File: src/rtl/sys_tick_timer.sv
module sys_tick_timer #(
  parameter int DATA_W   = 32,
  parameter int PRESCALE = 4,
  parameter int LVL_W    = 4
) (
  input  logic                       clk,
  input  logic                       rst_n,
  input  logic [1:0]                 reg_addr,
  input  logic                       reg_wr,
  input  logic                       reg_rd,
  input  logic [DATA_W-1:0]          reg_wdata,
  output logic [DATA_W-1:0]          reg_rdata,
  output logic [(1<<LVL_W)-1:0]      irq_line
);
  localparam int CNT_W  = DATA_W - 1;
  localparam int PRE_W  = (PRESCALE > 1) ? $clog2(PRESCALE) : 1;
  localparam int NLINES = 1 << LVL_W;
  localparam logic [1:0] A_LIMIT = 2'd0;
  localparam logic [1:0] A_COUNT = 2'd1;
  localparam logic [1:0] A_LEVEL = 2'd2;

  logic [DATA_W-1:0] limit_q;
  logic [CNT_W-1:0]  cnt_q;
  logic [PRE_W-1:0]  pre_q;
  logic [LVL_W-1:0]  lvl_q;
  logic              hit_q;

  logic              wr_lim, wr_lvl, rd_lim, run, tick, wrap;
  logic [DATA_W-1:0] cnt_nxt;

  assign wr_lim  = reg_wr && (reg_addr == A_LIMIT);
  assign wr_lvl  = reg_wr && (reg_addr == A_LEVEL);
  assign rd_lim  = reg_rd && (reg_addr == A_LIMIT);
  assign run     = (limit_q != '0);
  assign tick    = run && (pre_q == PRE_W'(PRESCALE - 1));
  assign cnt_nxt = {1'b0, cnt_q} + DATA_W'(1);
  assign wrap    = tick && (cnt_nxt == limit_q);

  always_ff @(posedge clk or negedge rst_n) begin
    if (!rst_n) begin
      limit_q <= '0;
      cnt_q   <= '0;
      pre_q   <= '0;
      hit_q   <= 1'b0;
    end else if (wr_lim) begin
      limit_q <= reg_wdata;
      cnt_q   <= '0;
      pre_q   <= '0;
      hit_q   <= 1'b0;
    end else begin
      if (run)
        pre_q <= tick ? '0 : pre_q + PRE_W'(1);
      if (tick)
        cnt_q <= wrap ? '0 : cnt_nxt[CNT_W-1:0];
      if (wrap)
        hit_q <= 1'b1;
      else if (rd_lim)
        hit_q <= 1'b0;
    end
  end

  always_ff @(posedge clk or negedge rst_n) begin
    if (!rst_n)
      lvl_q <= '0;
    else if (wr_lvl)
      lvl_q <= reg_wdata[LVL_W-1:0];
  end

  always_comb begin
    case (reg_addr)
      A_LIMIT: reg_rdata = limit_q;
      A_COUNT: reg_rdata = {hit_q, cnt_q};
      A_LEVEL: reg_rdata = {{(DATA_W-LVL_W){1'b0}}, lvl_q};
      default: reg_rdata = '0;
    endcase
  end

  for (genvar i = 0; i < NLINES; i++) begin : g_line
    if (i == 0) begin : g_none
      assign irq_line[i] = 1'b0;
    end else begin : g_drv
      assign irq_line[i] = hit_q && (lvl_q == LVL_W'(i));
    end
  end

  AST_CNT_BELOW_LIMIT: assert property (@(posedge clk) disable iff (!rst_n)
    run |-> ({1'b0, cnt_q} < limit_q));
  AST_FLAG_FROM_TICK: assert property (@(posedge clk) disable iff (!rst_n)
    $rose(hit_q) |-> $past(tick));
  AST_CNT_STEP: assert property (@(posedge clk) disable iff (!rst_n)
    (run && !wr_lim) |=> (cnt_q == $past(cnt_q)) || (cnt_q == $past(cnt_q) + 1'b1) || (cnt_q == '0));
  AST_ZERO_LIMIT_IDLE: assert property (@(posedge clk) disable iff (!rst_n)
    !run |-> (cnt_q == '0) && !hit_q);
  AST_WRITE_RESTARTS: assert property (@(posedge clk) disable iff (!rst_n)
    wr_lim |=> (cnt_q == '0) && !hit_q && (limit_q == $past(reg_wdata)));
  AST_ACK_CLEARS: assert property (@(posedge clk) disable iff (!rst_n)
    (rd_lim && !wrap && !wr_lim) |=> !hit_q);
  AST_ONE_LINE: assert property (@(posedge clk) disable iff (!rst_n)
    $onehot0(irq_line));
  AST_LEVEL_KEEPS_COUNT: assert property (@(posedge clk) disable iff (!rst_n)
    (wr_lvl && !tick) |=> (cnt_q == $past(cnt_q)));
endmodule

File: config.mk
export PLATFORM = sky130hd
export DESIGN_NAME = sys_tick_timer
export DESIGN_NICKNAME = d
export VERILOG_FILES = /design/src/rtl/sys_tick_timer.sv
export SDC_FILE = /design/constraint.sdc
export NUM_CORES = 1
export LEC_CHECK = 0
export BUFFER_PORTS_ARGS = -buffer_cell sky130_fd_sc_hd__clkbuf_2
export CAP_MARGIN = 30
export CORE_AREA = 8 8 143 145
export CTS_BUF_LIST = sky130_fd_sc_hd__clkbuf_8
export CTS_CLUSTER_DIAMETER = 150
export DETAILED_ROUTE_END_ITERATION = 10
export DIE_AREA = 0 0 151 153
export GPL_ROUTABILITY_DRIVEN = 0
export SYNTH_ARGS = -nofsm -noshare
export SYNTH_HDL_FRONTEND = slang
export SYNTH_SLANG_ARGS = --single-unit
File: constraint.sdc
create_clock -name clk -period 2.9 [get_ports clk]
set_input_delay 0.435 -clock clk [delete_from_list [all_inputs] [get_ports clk]]
set_output_delay 0.435 -clock clk [all_outputs]
set_load 0.005 [all_outputs]
* Word level (Yosys, flattened, before mapping)
Cells that the tools add are included.
W data, S select, Z words.
** Operators by class
- Muxes and demuxes :: 10
- Eq/ne operators :: 19
- Add/subtract/negate cells :: 2
- Reductions and logical operators :: 25
** Operators with widths (count)
- $pmux W32 S3 :: 1
- $mux W31 :: 3
- $add A31 B1 Y32 const B :: 1
- $eq A32 B32 Y1 :: 1
- $eq A4 B4 Y1 const B :: 8
- $reduce_bool A32 Y1 :: 1
- $logic_and A1 B1 Y1 :: 20
- $eq A4 B3 Y1 const B :: 4
- $eq A4 B2 Y1 const B :: 2
- $mux W2 :: 3
- $eq A2 B2 Y1 const B :: 2
- $eq A4 B1 Y1 const B :: 1
- $reduce_bool A2 Y1 :: 2
- $mux W1 :: 3
- $reduce_bool A3 Y1 :: 1
- $add A2 B1 Y2 const B :: 1
- $eq A2 B1 Y1 const B :: 1
- $logic_not A2 Y1 :: 1
** Word-level totals
- Bits in registers :: 70
- Word-level logic and storage cells :: 61

* Depth between registers and ports, before layout
Gate-level depths: netlist of the first run.
- Word-level depth :: 6
- Mapped depth :: 11
- Gate-level depth less buffers :: 9

* Worst setup path after synthesis of the first run
Ideal clock, no wire load.
- Kind :: register to register
- Start point :: register cnt_q[1]
- End point :: register cnt_q[19]
- Required time :: 2.765 ns
- Library setup time :: 0.135 ns
- Data arrival time :: 2.800 ns
- Slack :: -0.035 ns
- Path buffers :: 2
- Cell stages (with the launch flop) :: 12
- Clock period less this slack :: 2.935 ns
- Cell sequence :: dfrtp_1 ha_1 and4_1 buf_2 nand4_2 or4_1 a221oi_1 and4_1 nand4_4 buf_6 a32oi_1 o31ai_1
** Between the ends
- Cells in the longest elaborated chain, start to end :: 6
** Ends and longest elaborated chain
- start: declaration :: RTL line 23 : logic [CNT_W-1:0] cnt_q;
- start signal: assignment :: RTL line 54 : cnt_q <= wrap ? '0 : cnt_nxt[CNT_W-1:0];
- $add A31 B1 Y32 * :: RTL line 36 : assign cnt_nxt = {1'b0, cnt_q} + DATA_W'(1);
- $eq A32 B32 Y1 :: RTL line 37 : assign wrap = tick && (cnt_nxt == limit_q);
- $logic_and A1 B1 Y1 :: RTL line 37
- $mux W31 * :: RTL line 54
- $mux W31 * :: RTL line 53 : if (tick)
- $mux W31 * :: RTL line 45 : end else if (wr_lim) begin
Every way passes the cells marked *; elsewhere a longest branch is shown, timed or not. The select of a mux whose other input is x is not followed.
A chain may end at the register's enable or synchronous reset.

* Final worst setup path of the first run
- Start point :: register cnt_q[0]
- End point :: register cnt_q[16]
The elaborated chain is that of the path after synthesis.

==> results of run 1 <==
synth_stat cells (6+ instances only):
cell,count,area share
a21oi_1,7,0.0066
a32oi_1,7,0.012
and3_1,16,0.019
and4_1,6,0.0099
buf_2,11,0.010
buf_4,6,0.0085
clkbuf_1,32,0.023
dfrtp_1,70,0.33
inv_1,12,0.0085
mux2i_1,34,0.064
nand2_1,125,0.088
nand3_1,27,0.025
nand4_1,17,0.020
nor2_1,66,0.047
nor3_1,21,0.020
nor4_1,15,0.018
o21ai_0,29,0.027
o31ai_1,10,0.014
or3_1,7,0.0083
xnor2_1,25,0.041
xor2_1,16,0.026
state kept, by name, indices dropped and copies added, names as in the netlist:
| register | flops |
|---|---|
| limit_q | 32 |
| cnt_q | 31 |
| lvl_q | 4 |
| pre_q | 2 |
| hit_q | 1 |
worst max-delay path, stage by stage, from the launching register on:
cell and delay, ns:
dfrtp_2 0.43, ha_4 0.17, and4_1 0.24, nand4_2 0.14, or4_1 0.52, a221oi_1 0.29
and4_1 0.27, nand4_4 0.16, buf_6 0.19, a41oi_2 0.20, o31ai_1 0.09
worst max-delay path by stage:
stage,to,cells past startpoint,startpoint
2_1_floorplan,cnt_q[19]$_DFFE_PN0P_,11,cnt_q[1]$_DFFE_PN0P_
3_3_place_gp,cnt_q[24]$_DFFE_PN0P_,12,cnt_q[0]$_DFFE_PN0P_
3_5_place_dp,cnt_q[24]$_DFFE_PN0P_,12,cnt_q[0]$_DFFE_PN0P_
4_1_cts,cnt_q[16]$_DFFE_PN0P_,10,cnt_q[0]$_DFFE_PN0P_
5_1_grt,cnt_q[16]$_DFFE_PN0P_,10,cnt_q[0]$_DFFE_PN0P_
6_report,cnt_q[16]$_DFFE_PN0P_,10,cnt_q[0]$_DFFE_PN0P_
metal layers:
| layer | vias up | routed length, um | GRT usage | share of wire |
|---|---|---|---|---|
| li1 | 2614 | - | - | - |
| met1 | 2587 | 8660 | 0.226 | 0.46 |
| met2 | 186 | 8760 | 0.249 | 0.46 |
| met3 | 30 | 1150 | 0.0263 | 0.060 |
| met4 | 0 | 425 | 0.0603 | 0.022 |
| met5 | - | 0 | 0 | 0 |
cells by family after synthesis:
| logic type | count (synthesis) |
|---|---|
| fa+ha+maj | 2 |
| other cells | 1 |
| xor+xnor | 41 |
| buf+inv | 66 |
| compound gates | 95 |
| simple gates | 344 |
| flops | 70 |
| mux | 39 |
through the flow:
step / setup WS, ns / power, uW
floorplan: 0.0323 / 1790
global placement: 0.0609 / 2180
detailed placement: -0.0104 / 2190
CTS: 0.00137 / 2980
global route: -0.000660 / 3150
finish: 0.0846 / 2990
power breakdown:
part           leakage (uW)  internal, uW  total, uW  switching [uW]
Sequential         0.000901          1090       1260             177
Clock              0.000104           393        792             400
Combinational       0.00209           402        933             531
Total               0.00310          1880       2990            1110
timing repair:
item | in CTS | in global routing
endpoints found under the hold margin | 0 | 6
setup buffers | 0 | 3
gates resized for setup | 1 | 14
pin swaps | 0 | 2
hold buffers | 0 | 1
endpoints found under the setup margin | 1 | 25
final cells by class:
| cell class | count | area (um^2) | share of cell area |
|---|---|---|---|
| flip-flops and latches | 70 | 1760 | 0.260 |
| inverters | 13 | 48.8 | 0.00722 |
| clock buffers | 9 | 124 | 0.0183 |
| clock inverters | 7 | 66.3 | 0.00982 |
| well taps | 234 | 293 | 0.0433 |
| repair buffers | 170 | 1140 | 0.170 |
| multi-input cells | 522 | 3320 | 0.491 |
==> results.yml, run 1 <==
layout:
  nets: 826
  fill_cells: 1924
  fin_area_um2: 6750
  post-route-util: 0.370
  syn_to_final_growth_pct: 27.3
  most-common-layout-cells: "nand2_1 (125), clkbuf_2 (83), buf_4 (80)"
  final_layout_size_suffix_gt1_frac: 0.283
  antennaDiodeCount: 0
  final_common_cell: "nand2_1"
  layout.cells.non_filler: 1025
setup_path:
  reg2reg_slack_ns: 0.08
  cp.required_ns: 3.14
  rr_endpoint: "cnt_q[16]$_DFFE_PN0P_"
  crit_path_end_kind: "register"
  worst-endpoint-arrival_ns: 3.06
  cp_max_fo: 8
  critPathKind: "reg2reg"
  start_kind: "register"
  worst_r2r_startpoint: "cnt_q[0]$_DFFE_PN0P_"
  reg2reg_depth: 10
synthesis:
  yosys_most_used_dff: "dfrtp_1"
  synth_compound_area_frac: 0.130
  async_flop_share: 1.00
  yosys.area_share.xor_xnor: 0.0677
  synthAdderAreaFrac: 0.00471
  muxShareOfSynthArea: 0.0747
  ys_types: 66
  avgSynthCellArea_um2: 8.07
  synth_edf_count: 0
  syn_nets: 698
  synth_cells: 658
  synth_top_family_by_area: "simple AND/OR/NAND/NOR gates"
  ys_ff_latch: 70
  yosys.area_share.simple: 0.338
  syn_area_um2: 5310
  ys.warnings.count: 0
  ys_seq_area_frac: 0.330
global_route:
  grt_pass1_wl_um: 29800
  overflow: 0
  grt_max_degree: 71
  grt_pass1_vias: 5322
  grt.total_usage: 0.163
  antenna_found_initial: 0
timing:
  hold_viol: 0
  period_share: 0.971
  worst_slew_pin_slew_ns: 0.709
  hold_ws_ns: 0.263
  fin_crit_ns: 2.82
  relSlewSlack: 0.528
  max_freq_ghz: 0.355
  clock_skew_ns: 0.0105
  timing.setup.tns_ns: 0
  setup_viol: 0
  final_max_slew_viol_count: 0
clock_tree:
  cts_tree: "yes"
  cts-root-buf: "clkbuf_8"
  htreeDepth: 3
  path_clk_slew_ns: 0.08
  cts_buffers: 9
  worst_skew_pair.late_latency_ns: 0.36
  clk_path_buf_depth: 2
  clock-sinks: 70
die:
  rows: 50
  io_pins: 86
  die_h_um: 153
  core_um2: 18300
  dieArea_um2: 23100
  die_w_um: 151
  initial_core_util: 0.291
placement:
  hpwl_um: 14600
  place_area_um2: 6460
  numPortBuffers: 84
  place_inst: 1004
run:
  maxCapViolCount: 0
hold_path:
  hold_depth: 3
  whs_endpoint: "limit_q[23]$_DFFE_PN0P_"
  worstHoldPathType: "in2reg"
  hold_start: "reg_wdata[23]"
route:
  drc_errors: 0
  vias: 5417
  dr.pass1.iters: 4
  wl_per_cell_um: 18.5
  viasPerCell: 5.28
  dr.first_iter.drc_count: 401
  wl_um: 19000
  ant_nets: 0
pwr:
  p_leak_uw: 0.00310
  power.density_nw_per_um2: 443
  peakVddDrop_uv: 237
outcome:
  status: "finished, final reports clean"
Note: power is estimated with default switching activity, not from simulation.
==> run 2, diff against run 1 <==
--- a/config.mk
+++ b/config.mk
@@ -13,6 +13,7 @@
 export DETAILED_ROUTE_END_ITERATION = 10
 export DIE_AREA = 0 0 151 153
 export GPL_ROUTABILITY_DRIVEN = 0
+export RECOVER_POWER = 100
 export SYNTH_ARGS = -nofsm -noshare
 export SYNTH_HDL_FRONTEND = slang
 export SYNTH_SLANG_ARGS = --single-unit
==> results.yml, run 2 (synthesis gave the netlist of run 1 again) <==
outcome:
  status: "finished, final reports clean"
timing:
  relSlewSlack: 0.000699
  hold_viol: 0
  setup_viol: 0
  final_max_slew_viol_count: 0
  worst_slew_pin_slew_ns: 1.50
  clock_skew_ns: 0.0106
  max_freq_ghz: 0.356
  period_share: 0.969
  finalWorstSetupSlack_ns: 0.0909
  fin_crit_ns: 2.81
route:
  drc_errors: 0
  dr.pass1.iters: 4
  dr.first_iter.drc_count: 432
  wl_per_cell_um: 18.6
  wl_um: 19100
  ant_nets: 0
  viasPerCell: 5.37
  vias: 5502
setup_path:
  rr_endpoint: "cnt_q[9]$_DFFE_PN0P_"
  reg2reg_slack_ns: 0.09
  path_cells: "ha_4, and4_1, nand4_2, or4_1, a221oi_1, and4_1, nand4_4, buf_4, a32oi_1, o31ai_1"
  critPathBufInv: 1
  slowest_delay_ns: 0.52
  worst-endpoint-arrival_ns: 3.04
  cp_max_fo: 6
  crit_path_end_kind: "register"
  critPathKind: "reg2reg"
  cp.required_ns: 3.13
  crit_family: "simple AND/OR/NAND/NOR gates"
  worst_r2r_startpoint: "cnt_q[0]$_DFFE_PN0P_"
  start_kind: "register"
  crit_path_frequent_cell: "and4_1"
  critPathSlowestCell: "or4_1"
  reg2reg_depth: 10
die:
  io_pins: 86
  die_w_um: 151
  initial_core_util: 0.291
  dieArea_um2: 23100
  rows: 50
  die_h_um: 153
  core_um2: 18300
hold_path:
  whs_endpoint: "limit_q[23]$_DFFE_PN0P_"
  hold_start: "reg_wdata[23]"
  worstHoldPathType: "in2reg"
  hold_depth: 3
placement:
  numPortBuffers: 84
  preCtsSetupSlack_ns: -0.0104
  hpwl_um: 14600
  place_inst: 1004
  place_area_um2: 6460
global_route:
  grt_pass1_wl_um: 29800
  grt_max_degree: 71
  overflow: 0
  grt_pass1_vias: 5322
  antenna_found_initial: 0
  grt.total_usage: 0.163
pwr:
  switching_power_uw: 1110
  p_seq_frac: 0.425
  pwr-share-comb: 0.308
  power.share.clock: 0.267
  switching_share: 0.372
  peakVddDrop_uv: 229
  internal-power_uw: 1870
  power.density_nw_per_um2: 445
  p_leak_uw: 0.00299
  power_uw: 2970
clock_tree:
  cts-root-buf: "clkbuf_8"
  path_clk_slew_ns: 0.08
  clk_path_buf_depth: 2
  cts_buffers: 9
  htreeDepth: 3
  clock-sinks: 70
  worst_skew_pair.late_latency_ns: 0.36
  cts_tree: "yes"
layout:
  regMostFlops: "limit_q"
  antennaDiodeCount: 0
  final_common_cell: "nand2_1"
  largestRegisters: "limit_q: 32 flops, cnt_q: 31 flops, lvl_q: 4 flops"
  nets: 826
  syn_to_final_growth_pct: 25.9
  fin_area_um2: 6680
  layout.cells.non_filler: 1025
  most-common-layout-cells: "nand2_1 (125), buf_4 (75), nor2_1 (66)"
  largest_reg_flops: 32
  final_layout_size_suffix_gt1_frac: 0.245
run:
  maxCapViolCount: 0
[run 2: cell count changes in the layout (fill, tap and decap cells not counted)]
cell      delta
buf_2        +2
clkbuf_2    -26
buf_16       -1
buf_4        -5
clkbuf_1    +30
[run 2: how the worst max path moves through the flow]
stage / cells past startpoint / start / slack, ns / endpoint
after floorplan: 11 / cnt_q[1]$_DFFE_PN0P_ / 0.03 / cnt_q[19]$_DFFE_PN0P_
final: 10 / cnt_q[0]$_DFFE_PN0P_ / 0.09 / cnt_q[9]$_DFFE_PN0P_
after CTS: 10 / cnt_q[0]$_DFFE_PN0P_ / 0.001 / cnt_q[16]$_DFFE_PN0P_
after detailed placement: 12 / cnt_q[0]$_DFFE_PN0P_ / -0.01 / cnt_q[24]$_DFFE_PN0P_
after global placement: 12 / cnt_q[0]$_DFFE_PN0P_ / 0.06 / cnt_q[24]$_DFFE_PN0P_
after global routing: 10 / cnt_q[0]$_DFFE_PN0P_ / -0.0007 / cnt_q[16]$_DFFE_PN0P_
[run 2: power by group through the flow]
stage | clock (uW) | sequential [uW] | combinational, uW
after global routing | 845 | 1280 | 1010
after global placement | 0 | 1270 | 905
final | 793 | 1260 | 915
after detailed placement | 0 | 1280 | 911
after CTS | 808 | 1260 | 915
after floorplan | 0 | 1210 | 578
[run 2: metrics by stage]
stage	hold WS, ns	TNS, ns	utilization
6_report	0.266	0	0.366
5_1_grt	0.271	-0.00100	0.366
4_1_cts	0.255	0	0.364
3_5_place_dp	0.520	-0.0104	0.353
3_3_place_gp	0.512	0	0.353
2_1_floorplan	0.139	0	-
[run 2: routing by layer]
| metal | wire length [um] | GRT usage |
|---|---|---|
| met5 | 0 | 0 |
| met2 | 8740 | 0.249 |
| met3 | 1240 | 0.0263 |
| met1 | 8620 | 0.226 |
| met4 | 472 | 0.0603 |
[run 2: final cells by class]
class / count / area (um^2)
clock buffer: 9 / 124
tap: 234 / 293
sequential: 70 / 1760
clock inverter: 7 / 66.3
fill: 1945 / 11600
timing repair buffer: 170 / 1070
multi-input combinational: 522 / 3320
inverter: 13 / 48.8
[run 2: what timing repair did]
| action | 4_1_cts | 5_1_grt |
|---|---|---|
| hold buffers | 0 | 1 |
| hold endpoints to repair | 0 | 6 |
| setup endpoints to repair | 1 | 25 |
| buffers inserted | 0 | 3 |
| resized for setup | 1 | 14 |
| pin swaps | 0 | 2 |
[run 2: worst register-to-register path: stages (launching register included)]
cell	delay, ns
dfrtp_2	0.43
ha_4	0.17
and4_1	0.23
nand4_2	0.13
or4_1	0.52
a221oi_1	0.30
and4_1	0.28
nand4_4	0.15
buf_4	0.22
a32oi_1	0.16
o31ai_1	0.10
==> run 3, diff against run 2 <==
--- a/config.mk
+++ b/config.mk
@@ -13,6 +13,7 @@
 export DETAILED_ROUTE_END_ITERATION = 10
 export DIE_AREA = 0 0 151 153
 export GPL_ROUTABILITY_DRIVEN = 0
+export PLACE_DENSITY_LB_ADDON = 0.05
 export RECOVER_POWER = 100
 export SYNTH_ARGS = -nofsm -noshare
 export SYNTH_HDL_FRONTEND = slang
==> results.yml, run 3 (synthesis gave the netlist of run 1 again) <==
timing:
  rsz0062_at_grt: "yes"
  worst_slew_pin_slew_ns: 1.32
  relSlewSlack: 0.122
  hold_ws_ns: 0.242
  fin_crit_ns: 2.83
  hold_viol: 0
  finalWorstSetupSlack_ns: 0.0664
  clock_skew_ns: 0.0155
  period_share: 0.977
  max_freq_ghz: 0.353
  final_max_slew_viol_count: 0
  setup_viol: 0
route:
  wl_met3_um: 926
  vias: 5580
  ant_nets: 0
  viasPerCell: 5.29
  met2_wirelength_um: 10100
  wl_per_cell_um: 20.5
  wl_um: 21600
  drc_errors: 0
  met1_length_um: 10300
  top_layer_used: "met4"
  dr.pass1.iters: 5
  dr.first_iter.drc_count: 323
global_route:
  grt_pass1_vias: 5800
  grt.total_usage: 0.191
  overflow: 0
  antenna_found_initial: 0
  grt_pass1_wl_um: 34200
  grt_max_degree: 51
placement:
  hpwl_um: 16600
  preCtsSetupSlack_ns: -0.135
  numPortBuffers: 84
outcome:
  status: "finished, final reports clean"
layout:
  fill_cells: 1981
  regMostFlops: "limit_q"
  largest_reg_flops: 32
  final_layout_size_suffix_gt1_frac: 0.295
  antennaDiodeCount: 0
  most-common-layout-cells: "nand2_1 (125), buf_4 (97), nor2_1 (66)"
  syn_to_final_growth_pct: 33.4
  nets: 855
  final_common_cell: "nand2_1"
  largestRegisters: "limit_q: 32 flops, cnt_q: 31 flops, lvl_q: 4 flops"
setup_path:
  cp_max_fo: 6
  critPathSlowestCell: "dfrtp_2"
  start_kind: "register"
  cp.required_ns: 3.15
  critPathKind: "reg2reg"
  slowest_delay_ns: 0.43
  crit_path_frequent_cell: "buf_6"
  crit_path_end_kind: "register"
  worst-endpoint-arrival_ns: 3.09
  path_cells: "buf_6, nand4_1, nor4_4, buf_4, xnor2_1, or3_4, a2111oi_4, nand4_4, buf_6, buf_6, a32oi_1, o31ai_1"
die:
  core_um2: 18300
  io_pins: 86
  die_h_um: 153
  dieArea_um2: 23100
  rows: 50
  initial_core_util: 0.291
  die_w_um: 151
pwr:
  power_uw: 3230
  peakVddDrop_uv: 277
  power.density_nw_per_um2: 456
  p_leak_uw: 0.00318
hold_path:
  worstHoldPathType: "in2reg"
clock_tree:
  htreeDepth: 3
  path_clk_slew_ns: 0.10
  clock-sinks: 70
  cts_tree: "yes"
  clk_path_buf_depth: 2
  worst_skew_pair.late_latency_ns: 0.37
  cts_buffers: 9
  cts-root-buf: "clkbuf_8"
run:
  maxCapViolCount: 0
==> run 3: changes by cell type in the layout (fill, tap and decap cells not counted), sizes merged <==
cell      delta
buf         +31
inv          +1
bufinv       +1
clkbuf       -2
clkinv       -3
clkinvlp     +1
==> run 3: power by group <==
part	switching, uW	leakage (uW)	internal [uW]
clock network	455	0.000110	488
logic	588	0.00217	440
registers	175	0.000895	1090
==> run 3: worst max-delay path: cells and delay by family, from the launching register on <==
| kind | cells | cell delay, ns |
|---|---|---|
| AOI/OAI and AO/OA | 3 | 0.58 |
| DFF | 1 | 0.43 |
| buffers and inverters | 4 | 0.58 |
| xor gates and xnor gates | 1 | 0.05 |
| and+or+nand+nor | 4 | 1.07 |
==> run 3: per-stage QoR <==
step                 util  area (um^2)  cells  setup TNS (ns)
floorplan               -         5320    658               0
global placement    0.358         6550   1018          -0.933
detailed placement  0.360         6580   1019           -1.42
CTS                 0.377         6880   1041               0
global route        0.388         7080   1054          -0.392
finish              0.388         7080   1054               0
==> run 3: path summary, 6_finish.rpt <==
check                                     start                 endpoint  slack (ns)  cells past startpoint
max                        cnt_q[6]$_DFFE_PN0P_    cnt_q[29]$_DFFE_PN0P_        0.07                     12
max in group asynchronous                 rst_n     cnt_q[3]$_DFFE_PN0P_        0.47                      3
min reg2reg                pre_q[1]$_DFFE_PN0P_     pre_q[1]$_DFFE_PN0P_        0.55                      2
max reg2reg                cnt_q[6]$_DFFE_PN0P_    cnt_q[29]$_DFFE_PN0P_        0.07                     12
min                               reg_wdata[23]  limit_q[23]$_DFFE_PN0P_        0.24                      3
min in group asynchronous                 rst_n     cnt_q[7]$_DFFE_PN0P_        0.87                      2
==> run 3: timing repair <==
item / CTS / global route
buffers inserted: 5 / 13
endpoints found under the setup margin: 24 / 32
resized for setup: 12 / 39
pin swaps: 4 / 13
hold buffers: 1 / 0
endpoints found under the hold margin: 20 / 0
==> run 3: final cells by class <==
class                   count  area [um^2]  share of cell area
multi-input cells         522         3430               0.485
repair buffers            199         1330               0.187
inverters                  13         48.8             0.00689
flip-flops and latches     70         1760               0.249
well taps                 234          293              0.0414
clock buffers               9          124              0.0175
clock inverters             7         95.1              0.0134
==> run 3: per-layer routing <==
| layer | vias to the layer above | global-route usage |
|---|---|---|
| li1 | 2663 | - |
| met4 | 0 | 0.0547 |
| met1 | 2763 | 0.263 |
| met5 | - | 0 |
| met3 | 24 | 0.0348 |
| met2 | 130 | 0.295 |
